File: src/rtl/axu_pkg.sv
package axu_pkg;

    typedef enum logic [1:0] {
        XM_SRC_STB = 2'd0,
        XM_DST_STB = 2'd1,
        XM_SRC_HS  = 2'd2,
        XM_DST_HS  = 2'd3
    } xfer_mode_e;

    typedef enum logic [2:0] {
        SS_IDLE,
        SS_SETUP,
        SS_STROBE,
        SS_ACK_LOW,
        SS_HOLD
    } src_state_e;

    typedef enum logic [1:0] {
        DS_IDLE,
        DS_STROBE,
        DS_WAIT_RDY,
        DS_RELEASE
    } dst_state_e;

    function automatic logic dst_led(xfer_mode_e m);
        return m[0];
    endfunction

    function automatic logic interlocked(xfer_mode_e m);
        return m[1];
    endfunction

endpackage

File: src/rtl/axu_mode_reg.sv
module axu_mode_reg
    import axu_pkg::*;
(
    input  logic       clk,
    input  logic       rst,
    input  logic       we,
    input  logic [1:0] wdata,
    input  logic       unit_idle,
    output xfer_mode_e mode
);
    always_ff @(posedge clk) begin
        if (rst) begin
            mode <= XM_SRC_STB;
        end else if (we && unit_idle) begin
            mode <= xfer_mode_e'(wdata);
        end
    end
endmodule

File: src/rtl/axu_src_side.sv
module axu_src_side
    import axu_pkg::*;
#(
    parameter int DW       = 8,
    parameter int STROBE_W = 3
) (
    input  logic          clk,
    input  logic          rst,
    input  xfer_mode_e    mode,
    input  logic          req,
    input  logic [DW-1:0] din,
    input  logic          strobe_in,
    input  logic          ack_in,
    output logic          strobe_out,
    output logic          rdy_out,
    output logic [DW-1:0] bus_data,
    output logic          busy
);
    localparam int CW = (STROBE_W > 1) ? $clog2(STROBE_W + 1) : 1;

    src_state_e    state;
    logic [CW-1:0] cnt;
    logic          stb_q;

    assign busy = (state != SS_IDLE);

    always_ff @(posedge clk) begin
        if (rst) begin
            state      <= SS_IDLE;
            strobe_out <= 1'b0;
            rdy_out    <= 1'b0;
            bus_data   <= '0;
            cnt        <= '0;
            stb_q      <= 1'b0;
        end else begin
            stb_q <= strobe_in;
            case (state)
                SS_IDLE: begin
                    if (req) begin
                        bus_data <= din;
                        state    <= dst_led(mode) ? SS_HOLD : SS_SETUP;
                    end
                end
                SS_SETUP: begin
                    strobe_out <= 1'b1;
                    cnt        <= CW'(STROBE_W - 1);
                    state      <= SS_STROBE;
                end
                SS_STROBE: begin
                    if (interlocked(mode)) begin
                        if (ack_in) begin
                            strobe_out <= 1'b0;
                            state      <= SS_ACK_LOW;
                        end
                    end else if (cnt == '0) begin
                        strobe_out <= 1'b0;
                        state      <= SS_IDLE;
                    end else begin
                        cnt <= cnt - 1'b1;
                    end
                end
                SS_ACK_LOW: begin
                    if (!ack_in) state <= SS_IDLE;
                end
                SS_HOLD: begin
                    if (interlocked(mode)) begin
                        if (!rdy_out && strobe_in) begin
                            rdy_out <= 1'b1;
                        end else if (rdy_out && !strobe_in) begin
                            rdy_out <= 1'b0;
                            state   <= SS_IDLE;
                        end
                    end else if (stb_q && !strobe_in) begin
                        state <= SS_IDLE;
                    end
                end
                default: state <= SS_IDLE;
            endcase
        end
    end
endmodule

File: src/rtl/axu_dst_side.sv
module axu_dst_side
    import axu_pkg::*;
#(
    parameter int DW       = 8,
    parameter int SETTLE_W = 2
) (
    input  logic          clk,
    input  logic          rst,
    input  xfer_mode_e    mode,
    input  logic          take,
    input  logic          strobe_in,
    input  logic          rdy_in,
    input  logic [DW-1:0] bus_data,
    output logic          strobe_out,
    output logic          ack_out,
    output logic [DW-1:0] dout,
    output logic          valid,
    output logic          idle
);
    localparam int CW = (SETTLE_W > 1) ? $clog2(SETTLE_W + 1) : 1;

    dst_state_e    state;
    logic [CW-1:0] cnt;
    logic          stb_q;

    assign idle = (state == DS_IDLE);

    always_ff @(posedge clk) begin
        if (rst) begin
            state      <= DS_IDLE;
            strobe_out <= 1'b0;
            ack_out    <= 1'b0;
            dout       <= '0;
            valid      <= 1'b0;
            cnt        <= '0;
            stb_q      <= 1'b0;
        end else begin
            stb_q <= strobe_in;
            valid <= 1'b0;
            case (state)
                DS_IDLE: begin
                    case (mode)
                        XM_SRC_STB: begin
                            if (strobe_in && !stb_q) begin
                                dout  <= bus_data;
                                valid <= 1'b1;
                            end
                        end
                        XM_SRC_HS: begin
                            if (strobe_in && !ack_out) begin
                                dout    <= bus_data;
                                valid   <= 1'b1;
                                ack_out <= 1'b1;
                                state   <= DS_RELEASE;
                            end
                        end
                        XM_DST_STB: begin
                            if (take) begin
                                strobe_out <= 1'b1;
                                cnt        <= CW'(SETTLE_W - 1);
                                state      <= DS_STROBE;
                            end
                        end
                        default: begin
                            if (take) begin
                                strobe_out <= 1'b1;
                                state      <= DS_WAIT_RDY;
                            end
                        end
                    endcase
                end
                DS_STROBE: begin
                    if (cnt == '0) begin
                        dout       <= bus_data;
                        valid      <= 1'b1;
                        strobe_out <= 1'b0;
                        state      <= DS_IDLE;
                    end else begin
                        cnt <= cnt - 1'b1;
                    end
                end
                DS_WAIT_RDY: begin
                    if (rdy_in) begin
                        dout       <= bus_data;
                        valid      <= 1'b1;
                        strobe_out <= 1'b0;
                        state      <= DS_RELEASE;
                    end
                end
                DS_RELEASE: begin
                    if (mode == XM_SRC_HS) begin
                        if (!strobe_in) begin
                            ack_out <= 1'b0;
                            state   <= DS_IDLE;
                        end
                    end else if (!rdy_in) begin
                        state <= DS_IDLE;
                    end
                end
                default: state <= DS_IDLE;
            endcase
        end
    end
endmodule

File: src/rtl/async_xfer_unit.sv
module async_xfer_unit
    import axu_pkg::*;
#(
    parameter int DW       = 8,
    parameter int STROBE_W = 3,
    parameter int SETTLE_W = 2
) (
    input  logic          clk,
    input  logic          rst,
    input  logic          mode_we,
    input  logic [1:0]    mode_in,
    output logic [1:0]    mode_q,
    input  logic          src_req,
    input  logic [DW-1:0] src_data,
    output logic          src_busy,
    input  logic          dst_take,
    output logic [DW-1:0] dst_data,
    output logic          dst_valid,
    output logic [DW-1:0] bus_data,
    output logic          bus_strobe,
    output logic          bus_ack,
    output logic          bus_rdy
);
    xfer_mode_e mode;
    logic       src_stb;
    logic       dst_stb;
    logic       dst_idle;
    logic       unit_idle;

    assign mode_q     = mode;
    assign bus_strobe = dst_led(mode) ? dst_stb : src_stb;
    assign unit_idle  = !src_busy && dst_idle && !bus_strobe && !bus_ack
                        && !bus_rdy && !src_req && !dst_take;

    axu_mode_reg mode_i (
        .clk       (clk),
        .rst       (rst),
        .we        (mode_we),
        .wdata     (mode_in),
        .unit_idle (unit_idle),
        .mode      (mode)
    );

    axu_src_side #(.DW(DW), .STROBE_W(STROBE_W)) src_i (
        .clk        (clk),
        .rst        (rst),
        .mode       (mode),
        .req        (src_req),
        .din        (src_data),
        .strobe_in  (bus_strobe),
        .ack_in     (bus_ack),
        .strobe_out (src_stb),
        .rdy_out    (bus_rdy),
        .bus_data   (bus_data),
        .busy       (src_busy)
    );

    axu_dst_side #(.DW(DW), .SETTLE_W(SETTLE_W)) dst_i (
        .clk        (clk),
        .rst        (rst),
        .mode       (mode),
        .take       (dst_take),
        .strobe_in  (bus_strobe),
        .rdy_in     (bus_rdy),
        .bus_data   (bus_data),
        .strobe_out (dst_stb),
        .ack_out    (bus_ack),
        .dout       (dst_data),
        .valid      (dst_valid),
        .idle       (dst_idle)
    );
endmodule

File: config.mk
export PLATFORM = sky130hd
export DESIGN_NAME = async_xfer_unit
export DESIGN_NICKNAME = d
export VERILOG_FILES = /design/src/rtl/axu_pkg.sv /design/src/rtl/axu_mode_reg.sv /design/src/rtl/axu_src_side.sv /design/src/rtl/axu_dst_side.sv /design/src/rtl/async_xfer_unit.sv
export SDC_FILE = /design/constraint.sdc
export NUM_CORES = 1
export LEC_CHECK = 0
export BUFFER_PORTS_ARGS = -buffer_cell sky130_fd_sc_hd__buf_4
export CORE_UTILIZATION = 25
export DETAILED_ROUTE_END_ITERATION = 12
export MAX_ROUTING_LAYER = met4
export PLACE_DENSITY = 0.43
export SETUP_SLACK_MARGIN = 0.1
export SYNTH_ARGS = -nofsm -noshare
export SYNTH_HDL_FRONTEND = slang
export SYNTH_SLANG_ARGS = --single-unit
export TNS_END_PERCENT = 30
File: constraint.sdc
create_clock -name clk -period 2.4 [get_ports clk]
set_clock_uncertainty 0.15 [all_clocks]
set_input_delay 0 -clock clk [delete_from_list [all_inputs] [get_ports clk]]
set_output_delay 0 -clock clk [all_outputs]
set_load 0.02 [all_outputs]
Word-level counts from Yosys, hierarchy flattened
Index checks and enable logic that the tools add are counted.

storage, ports and cells
  bits in registers = 33
  output and inout bits = 23
  logic and storage cells = 148

operators by class
  $add $sub $neg = 2
  eq/ne operators = 36
  mux-type cells = 56
  reductions and logical operators = 41

operator list
  kind                  number
  $mux W8               4
  $mux W3               10
  $mux W2               12
  $ne A3 B2 Y1 const B  8
  $pmux W8 S3           1
  $ne A2 B2 Y1 const B  10
  $mux W1               18
  $pmux W8 S2           1
  $pmux W3 S5           1
  $logic_and A1 B1 Y1   12
  $ne A2 B1 Y1 const B  5
  $reduce_and A5 Y1     2
  $ne A3 B3 Y1 const B  3
  $reduce_and A3 Y1     3
  $logic_not A2 Y1      4
  $pmux W2 S2           2
  $pmux W2 S4           1
  $reduce_and A8 Y1     1
  $reduce_bool A2 Y1    4
  $logic_not A1 Y1      7
  $reduce_and A7 Y1     1
  $eq A2 B2 Y1 const B  3
  $eq A3 B2 Y1 const B  2
  $pmux W1 S2           3
  13 further kinds      17

Depth between registers and ports, before layout
Gate-level depths: netlist of run 1.

  depth after elaboration = 9
  mapped depth = 7
  depth with buffers taken out = 7

Modules after synthesis
Synthesis of run 1 repeated with hierarchy kept, for this count alone.

second synthesis, totals
  cells, all modules = 219
  area, all modules = 1980.6 um^2

by module, submodules not included
  module           times used  cells each  area each (um^2)
  axu_dst_side     1           113         1041.0
  axu_src_side     1           95          825.8
  axu_mode_reg     1           8           80.1
  async_xfer_unit  1           3           33.8

Worst setup path before layout of run 1
OpenSTA, ideal clock, no wires.

  path kind = flip-flop to flip-flop
  from = reg mode_i.mode[0]
  to = reg dst_i.state[0]
  setup time = 0.123 ns
  arrival = 1.950 ns
  data required time = 2.127 ns
  slack = 0.177 ns
  cell stages (with the launch flop) = 8
  clock period less this slack = 2.223 ns
  cell sequence = dfxtp_1 -> inv_1 -> ha_1 -> clkbuf_1 -> nand3_1 -> o2111ai_4 -> nor4bb_4 -> mux2_1

on the way
  cells in the longest elaborated chain, start to end = 4
  elaborated cells between the ends (all ways) = 15

ends and longest elaborated chain
  item                         RTL line               text
  start: declaration           axu_mode_reg.sv:9      output xfer_mode_e mode
  start signal: assignment     axu_mode_reg.sv:15     mode <= xfer_mode_e'(wdata);
  $mux W1                      async_xfer_unit.sv:31  assign bus_strobe = dst_led(mode) ? dst_stb : src_stb;
  $logic_and A1 B1 Y1          axu_dst_side.sv:50     if (strobe_in && !ack_out) begin
  $ne A3 B2 Y1 (no line)       n/a
  $reduce_and A8 Y1 (no line)  n/a
  end signal: assignment       axu_dst_side.sv:54     state <= DS_RELEASE;
  end signal: assignment       axu_dst_side.sv:61     state <= DS_STROBE;
  end signal: assignment       axu_dst_side.sv:67     state <= DS_WAIT_RDY;
  end: declaration             axu_dst_side.sv:22     dst_state_e state;

Several ways; a longest one is shown, not always the timed one.
A chain may end at the register's enable or synchronous reset.

Worst setup path after layout of run 1
Ends and elaborated chain as after synthesis.

==> out/qor.csv, run 1 <==
metric,value,unit
# diodes,0,
IO Pins,38,
area share of the largest cell type after synthesis,36.0,%
die height,87.6,um
CTS-repair resized insts,0,
most instantiated library cell after synthesis,dfxtp_1,
switching portion of total power,38.4,%
Seq cells post-synth,33,
unrepaired setup endpoints after global routing,no,
filler cell count,757,
Comb power frac,41.3,%
CTS tree,done,
Syn Area/Cell,8.53,um2
Post-route DRC,0,
CP startpoint kind,register,
dpl cells,341,
switching power,0.749,mW
Final Critical Period,2.16,ns
required time of the critical path,2.42,ns
"Clk Latency, worst-skew pair",0.28,ns
Yosys cell types,39,
power per cell area,808,nW/um2
largest net degree at the start of global routing,45,
gr ovfl total,0,
"Cell Area, Synth",1830,um2
Final Wtd Congestion,0.794,
total global-route track usage,13.6,%
post-route setup TNS,0,ns
CTS buffer count,5,
initial antenna violation count,0,
first-pass GRT wire length,7720,um
Worst VDD drop,0.236,mV
Register Area,661,um2
clk sinks,33,
"Seq/Total Area, Yosys",36.0,%
Starting DRT DRC Count,66,
Gate Count Post-Synth,215,
Post-synth EDFFs,0,
highest clock rate,463,MHz
CP max FO,8,
"Arr. time, crit path",2.18,ns
status,"finished, final reports clean",
Die Area,7680,um2
syn_nets,241,
type of the tightest min-delay check,primary input to register,
Ys Warns,0,
maximum buffer depth of the clock tree,2,
number of buffers added on ports,37,
fin nets,289,
Commonest cells post-synth,"dfxtp_1, nand2b_1, nand2_1",
top cell type by total area after synthesis,dfxtp_1,
final count of hold timing violations,0,
Pre-antenna DRT Iters,4,
critical setup path kind,register to register,
"Period Utilization, post-route",89.9,%
fraction of layout cells with a size suffix above 1,20.8,%
Detail Placement HPWL,3310,um
Main synth FF type,dfxtp_1,
share of total power in sequential cells,37.9,%
Routed WL,4640,um
initial core utilization,26.4,%
hold_ws,0.0674,ns
P_int,1.20,mW
Final setup viols,0,
clock group share of total power,20.8,%
footprint of the multi-input gates,1070,um2
Synth area leaders,"dfxtp_1, nand2b_1, mux2i_1, ha_1, nand2_1",
Core Region,6940,um2
DR vias/cell,4.43,
"antenna viol nets, final",0,
Final Non-Filler Cells,360,
ys async rst share,0,%
endpoint type of the worst setup path,register,
max-cap violations,0,
vias,1595,
"Reg clk slew, reported paths",0.07,ns
leakage dissipation,1.00,nW
htree depth,2,
root buf cell,clkbuf_8,
Die W,87.6,um
vias in the first global route,1603,
Least-Margin Pin Slew,0.531,ns
Max transition margin,64.3,%
"Area growth, synth to finish",31.8,%
site row count,30,
DR WL/cell,12.9,um
"Slew Viols, Final",0,
==> power groups by stage <==
stage | Sequential (mW) | Combinational, mW | Clock, mW
after floorplan | 0.752 | 0.532 | 0
after global placement | 0.752 | 0.799 | 0
after detailed placement | 0.753 | 0.796 | 0
after CTS | 0.741 | 0.814 | 0.434
after global routing | 0.758 | 0.891 | 0.458
final | 0.740 | 0.805 | 0.407
==> through the flow <==
step | area [um2] | util [%] | setup WS (ns) | power (mW)
after global routing | 2420 | 34.8 | 0.130 | 2.11
after detailed placement | 2220 | 32.0 | 0.237 | 1.55
final | 2420 | 34.8 | 0.242 | 1.95
after global placement | 2220 | 32.0 | 0.298 | 1.55
after CTS | 2420 | 34.8 | 0.230 | 1.99
after floorplan | 1830 | - | 0.177 | 1.28
==> worst paths after layout <==
check	slack, ns	to	cells past startpoint	start
worst max-delay path	0.24	dst_i.state[0]$_SDFFE_PP0P_	6	mode_i.mode[0]$_SDFFE_PP0P_
worst min-delay path	0.07	mode_i.mode[0]$_SDFFE_PP0P_	5	src_req
worst max register to register	0.24	dst_i.state[0]$_SDFFE_PP0P_	6	mode_i.mode[0]$_SDFFE_PP0P_
worst min register to register	0.33	dst_i.dout[0]$_SDFFE_PP0P_	2	dst_i.dout[0]$_SDFFE_PP0P_
==> sequential cells by signal (all words and copies together) (netlist names) <==
name,cells
dst_i.ack_out,1
src_i.cnt,2
dst_i.state,2
dst_i.stb_q,1
mode_i.mode,2
dst_i.strobe_out,1
dst_i.valid,1
dst_i.cnt,2
src_i.rdy_out,1
src_i.bus_data,8
src_i.strobe_out,1
dst_i.dout,8
src_i.state,3
==> cell type report <==
type	instances	share of cell area [%]
Multi-Input combinational cell	155	44.2
Tap cell	96	4.97
Inverter	15	2.43
Clock buffer	6	3.00
Clock inverter	2	0.414
Timing Repair Buffer	53	17.6
Sequential cell	33	27.3
==> kinds of logic after synthesis <==
kind of cell / Yosys count / synth area share, %
adders and majority gates: 11 / 7.51
and+or+nand+nor: 94 / 28.3
muxes: 18 / 10.1
AOI/OAI and AO/OA: 32 / 12.4
DFF: 33 / 36.0
buffers and inverters: 27 / 5.67
==> worst max-delay path, stage by stage (launching register included) <==
cell       delay [ns]
dfxtp_1          0.47
inv_1            0.10
ha_1             0.31
nand3_1          0.17
o2111ai_4        0.17
nor4bb_4         0.34
mux2_1           0.35
==> routing by layer <==
layer / track usage (%) / part of all wire (%) / vias up
met5: - / 0 / -
met4: 4.17 / 1.3 / 0
met3: 3.20 / 2.9 / 4
met2: 20.5 / 46 / 29
met1: 17.9 / 50 / 741
li1: - / - / 821
==> cell usage in the layout (no fill, tap or decap), types with 2 or more instances in the layout <==
| master | count |
|---|---|
| buf_4 | 42 |
| dfxtp_1 | 33 |
| nand2b_1 | 26 |
| nand2_1 | 22 |
| nor2_1 | 19 |
| mux2i_1 | 16 |
| inv_1 | 14 |
| a21oi_1 | 13 |
| ha_1 | 11 |
| dlygate4sd3_1 | 11 |
| nand3_1 | 5 |
| clkbuf_8 | 5 |
| nor3_1 | 4 |
| o21ai_0 | 3 |
| nor3b_1 | 3 |
| a31oi_1 | 3 |
| and3_1 | 2 |
| and2_1 | 2 |
| nor2b_1 | 2 |
| nand3b_1 | 2 |
| o211ai_1 | 2 |
| a2bb2oi_1 | 2 |
| clkinv_2 | 2 |
==> timing repair <==
action | CTS | global route
hold buffers | 11 | 0
hold endpoints to repair | 16 | 0
setup buffers | 0 | 0
endpoints found under the setup margin | 0 | 0
No activity file was read; power rests on OpenSTA's default activity.
==> run 2, diff against run 1 <==
- ABC_CLOCK_PERIOD_IN_PS: default -> 2400
- RECOVER_POWER: default -> 100
==> out/qor.csv, run 2 (synthesized netlist as in run 1, its figures left out) <==
metric,value,unit,change
Detail Placement HPWL,3310,um,unchanged
"Reg clk slew, reported paths",0.08,ns,was 0.07 ns
leakage dissipation,0.900,nW,was 1.00 nW
Hold Buf Count CTS,11,,unchanged
root buf cell,clkbuf_8,,unchanged
"setup slack, reg-to-reg",0.25,ns,was 0.24 ns
Reg2Reg Launch Point,mode_i.mode[0]$_SDFFE_PP0P_,,unchanged
Final Critical Period,2.15,ns,was 2.16 ns
first-pass GRT wire length,7720,um,unchanged
number of buffers added on ports,37,,unchanged
dpl cells,341,,unchanged
DR vias/cell,4.40,,was 4.43
DR WL/cell,12.9,um,about the same
setup bufs post-CTS,0,,unchanged
r2r worst-path depth,6,,unchanged
Core Region,6940,um2,unchanged
CTS buffer count,5,,unchanged
Worst VDD drop,0.229,mV,was 0.236 mV
Comb power frac,39.5,%,was 41.3%
clock group share of total power,21.6,%,was 20.8%
site row count,30,,unchanged
total global-route track usage,13.6,%,unchanged
critical setup path kind,register to register,,unchanged
min-delay src,src_req,,unchanged
Least-Margin Pin Slew,0.528,ns,was 0.531 ns
Final Wtd Congestion,0.794,,unchanged
IO Pins,38,,unchanged
GRT Max-Usage Layer,met2,,unchanged
Crit Reg-Reg Endpoint,dst_i.state[0]$_SDFFE_PP0P_,,unchanged
htree depth,2,,unchanged
fin nets,289,,unchanged
unrepaired setup endpoints after global routing,no,,unchanged
most frequent cells in the layout,"dfxtp_1, nand2b_1, clkbuf_1",,"was buf_4, dfxtp_1, nand2b_1"
Die Area,7680,um2,unchanged
utilization after layout,33.4,%,was 34.8%
hold_ws,0.0683,ns,was 0.0674 ns
share of total power in sequential cells,38.9,%,was 37.9%
status,"finished, final reports clean",,unchanged
"Arr. time, crit path",2.17,ns,was 2.18 ns
Final Non-Filler Cells,360,,unchanged
Final WS setup,0.254,ns,was 0.242 ns
max-cap violations,0,,unchanged
initial antenna violation count,0,,unchanged
"Period Utilization, post-route",89.4,%,was 89.9%
type of the tightest min-delay check,primary input to register,,unchanged
CP startpoint kind,register,,unchanged
Largest regs,"dst_i.dout x8, src_i.bus_data x8, src_i.state x3",,unchanged
met2 usage,20.5,%,unchanged
fraction of layout cells with a size suffix above 1,11.4,%,was 20.8%
CTS-repair resized insts,0,,unchanged
die height,87.6,um,unchanged
P_int,1.15,mW,was 1.20 mW
"Clk Latency, worst-skew pair",0.28,ns,about the same
CTS tree,done,,unchanged
initial core utilization,26.4,%,unchanged
Post-route DRC,0,,unchanged
Global Route met3 Usage,3.20,%,unchanged
Routed WL,4630,um,was 4640 um
"antenna viol nets, final",0,,unchanged
switching portion of total power,39.4,%,was 38.4%
# diodes,0,,unchanged
post-route setup TNS,0,ns,unchanged
Hold Crit Depth,5,,unchanged
Die W,87.6,um,unchanged
switching power,0.746,mW,was 0.749 mW
endpoint type of the worst setup path,register,,unchanged
required time of the critical path,2.42,ns,about the same
vias in the first global route,1603,,unchanged
largest net degree at the start of global routing,45,,unchanged
highest clock rate,466,MHz,was 463 MHz
Starting DRT DRC Count,64,,was 66
maximum buffer depth of the clock tree,2,,unchanged
"most common cell after layout, fill and taps aside",dfxtp_1,,was buf_4
Max transition margin,64.5,%,was 64.3%
clk sinks,33,,unchanged
"Slew Viols, Final",0,,unchanged
power per cell area,815,nW/um2,was 808 nW/um2
CP max FO,8,,unchanged
vias,1584,,was 1595
Place WS,0.237,ns,unchanged
gr ovfl total,0,,unchanged
final count of hold timing violations,0,,unchanged
Final setup viols,0,,unchanged
filler cell count,780,,was 757
Pre-antenna DRT Iters,4,,unchanged
"Area growth, synth to finish",26.7,%,was 31.8%
Min-Delay Endpoint,mode_i.mode[0]$_SDFFE_PP0P_,,unchanged
grt met1 use,17.9,%,unchanged
## run 2: cell types whose count changed in the layout (fill, tap and decap cells not counted)
cell | previous run | this run
mux2i_1 | 16 | 17
clkbuf_1 | 1 | 25
and2_1 | 2 | 1
and2_0 | 0 | 1
mux2i_2 | 1 | 0
buf_4 | 42 | 18
## run 2: cell type report
| type | instances | area [um2] | area share (%) |
|---|---|---|---|
| flip-flops and latches | 33 | 661 | 28.4 |
| repair buffers | 53 | 335 | 14.4 |
| multi-input cells | 155 | 1060 | 45.9 |
| inverters | 15 | 58.8 | 2.53 |
| clock inverters | 2 | 10.0 | 0.431 |
| clock buffers | 6 | 72.6 | 3.12 |
| well taps | 96 | 120 | 5.17 |
## run 2: how the worst max path moves through the flow
stage,from,depth (start not counted),endpoint,slack (ns)
global placement,mode_i.mode[0]$_SDFFE_PP0P_,6,dst_i.state[0]$_SDFFE_PP0P_,0.30
finish,mode_i.mode[0]$_SDFFE_PP0P_,6,dst_i.state[0]$_SDFFE_PP0P_,0.25
detailed placement,mode_i.mode[0]$_SDFFE_PP0P_,6,dst_i.state[0]$_SDFFE_PP0P_,0.24
global route,dst_i.state[0]$_SDFFE_PP0P_,7,dst_i.cnt[1]$_SDFFE_PP0P_,0.07
floorplan,mode_i.mode[0]$_SDFFE_PP0P_,7,dst_i.state[0]$_SDFFE_PP0P_,0.18
CTS,mode_i.mode[0]$_SDFFE_PP0P_,6,dst_i.state[0]$_SDFFE_PP0P_,0.23
## run 2: per-stage QoR
stage / cell area [um2] / power [mW]
final: 2320 / 1.89
after global routing: 2320 / 2.05
after CTS: 2420 / 1.99
after detailed placement: 2220 / 1.55
after global placement: 2220 / 1.55
after floorplan: 1830 / 1.28
## run 2: critical path, cell delays in order, from the launching register on
cell       delay, ns
dfxtp_1         0.46
inv_1           0.10
ha_1            0.31
nand3_1         0.17
o2111ai_4       0.17
nor4bb_4        0.34
mux2_1          0.35
## run 2: power groups by stage
stage | clock network (mW) | logic [mW] | registers, mW
floorplan | 0 | 0.532 | 0.752
global placement | 0 | 0.799 | 0.752
detailed placement | 0 | 0.796 | 0.753
CTS | 0.434 | 0.814 | 0.741
global route | 0.458 | 0.834 | 0.754
finish | 0.408 | 0.748 | 0.736
## run 2: metal layers
| layer | part of all wire [%] | routed length [um] |
|---|---|---|
| met5 | 0 | 0 |
| met4 | 1.3 | 61 |
| met3 | 2.8 | 131 |
| met2 | 46 | 2130 |
| met1 | 50 | 2310 |
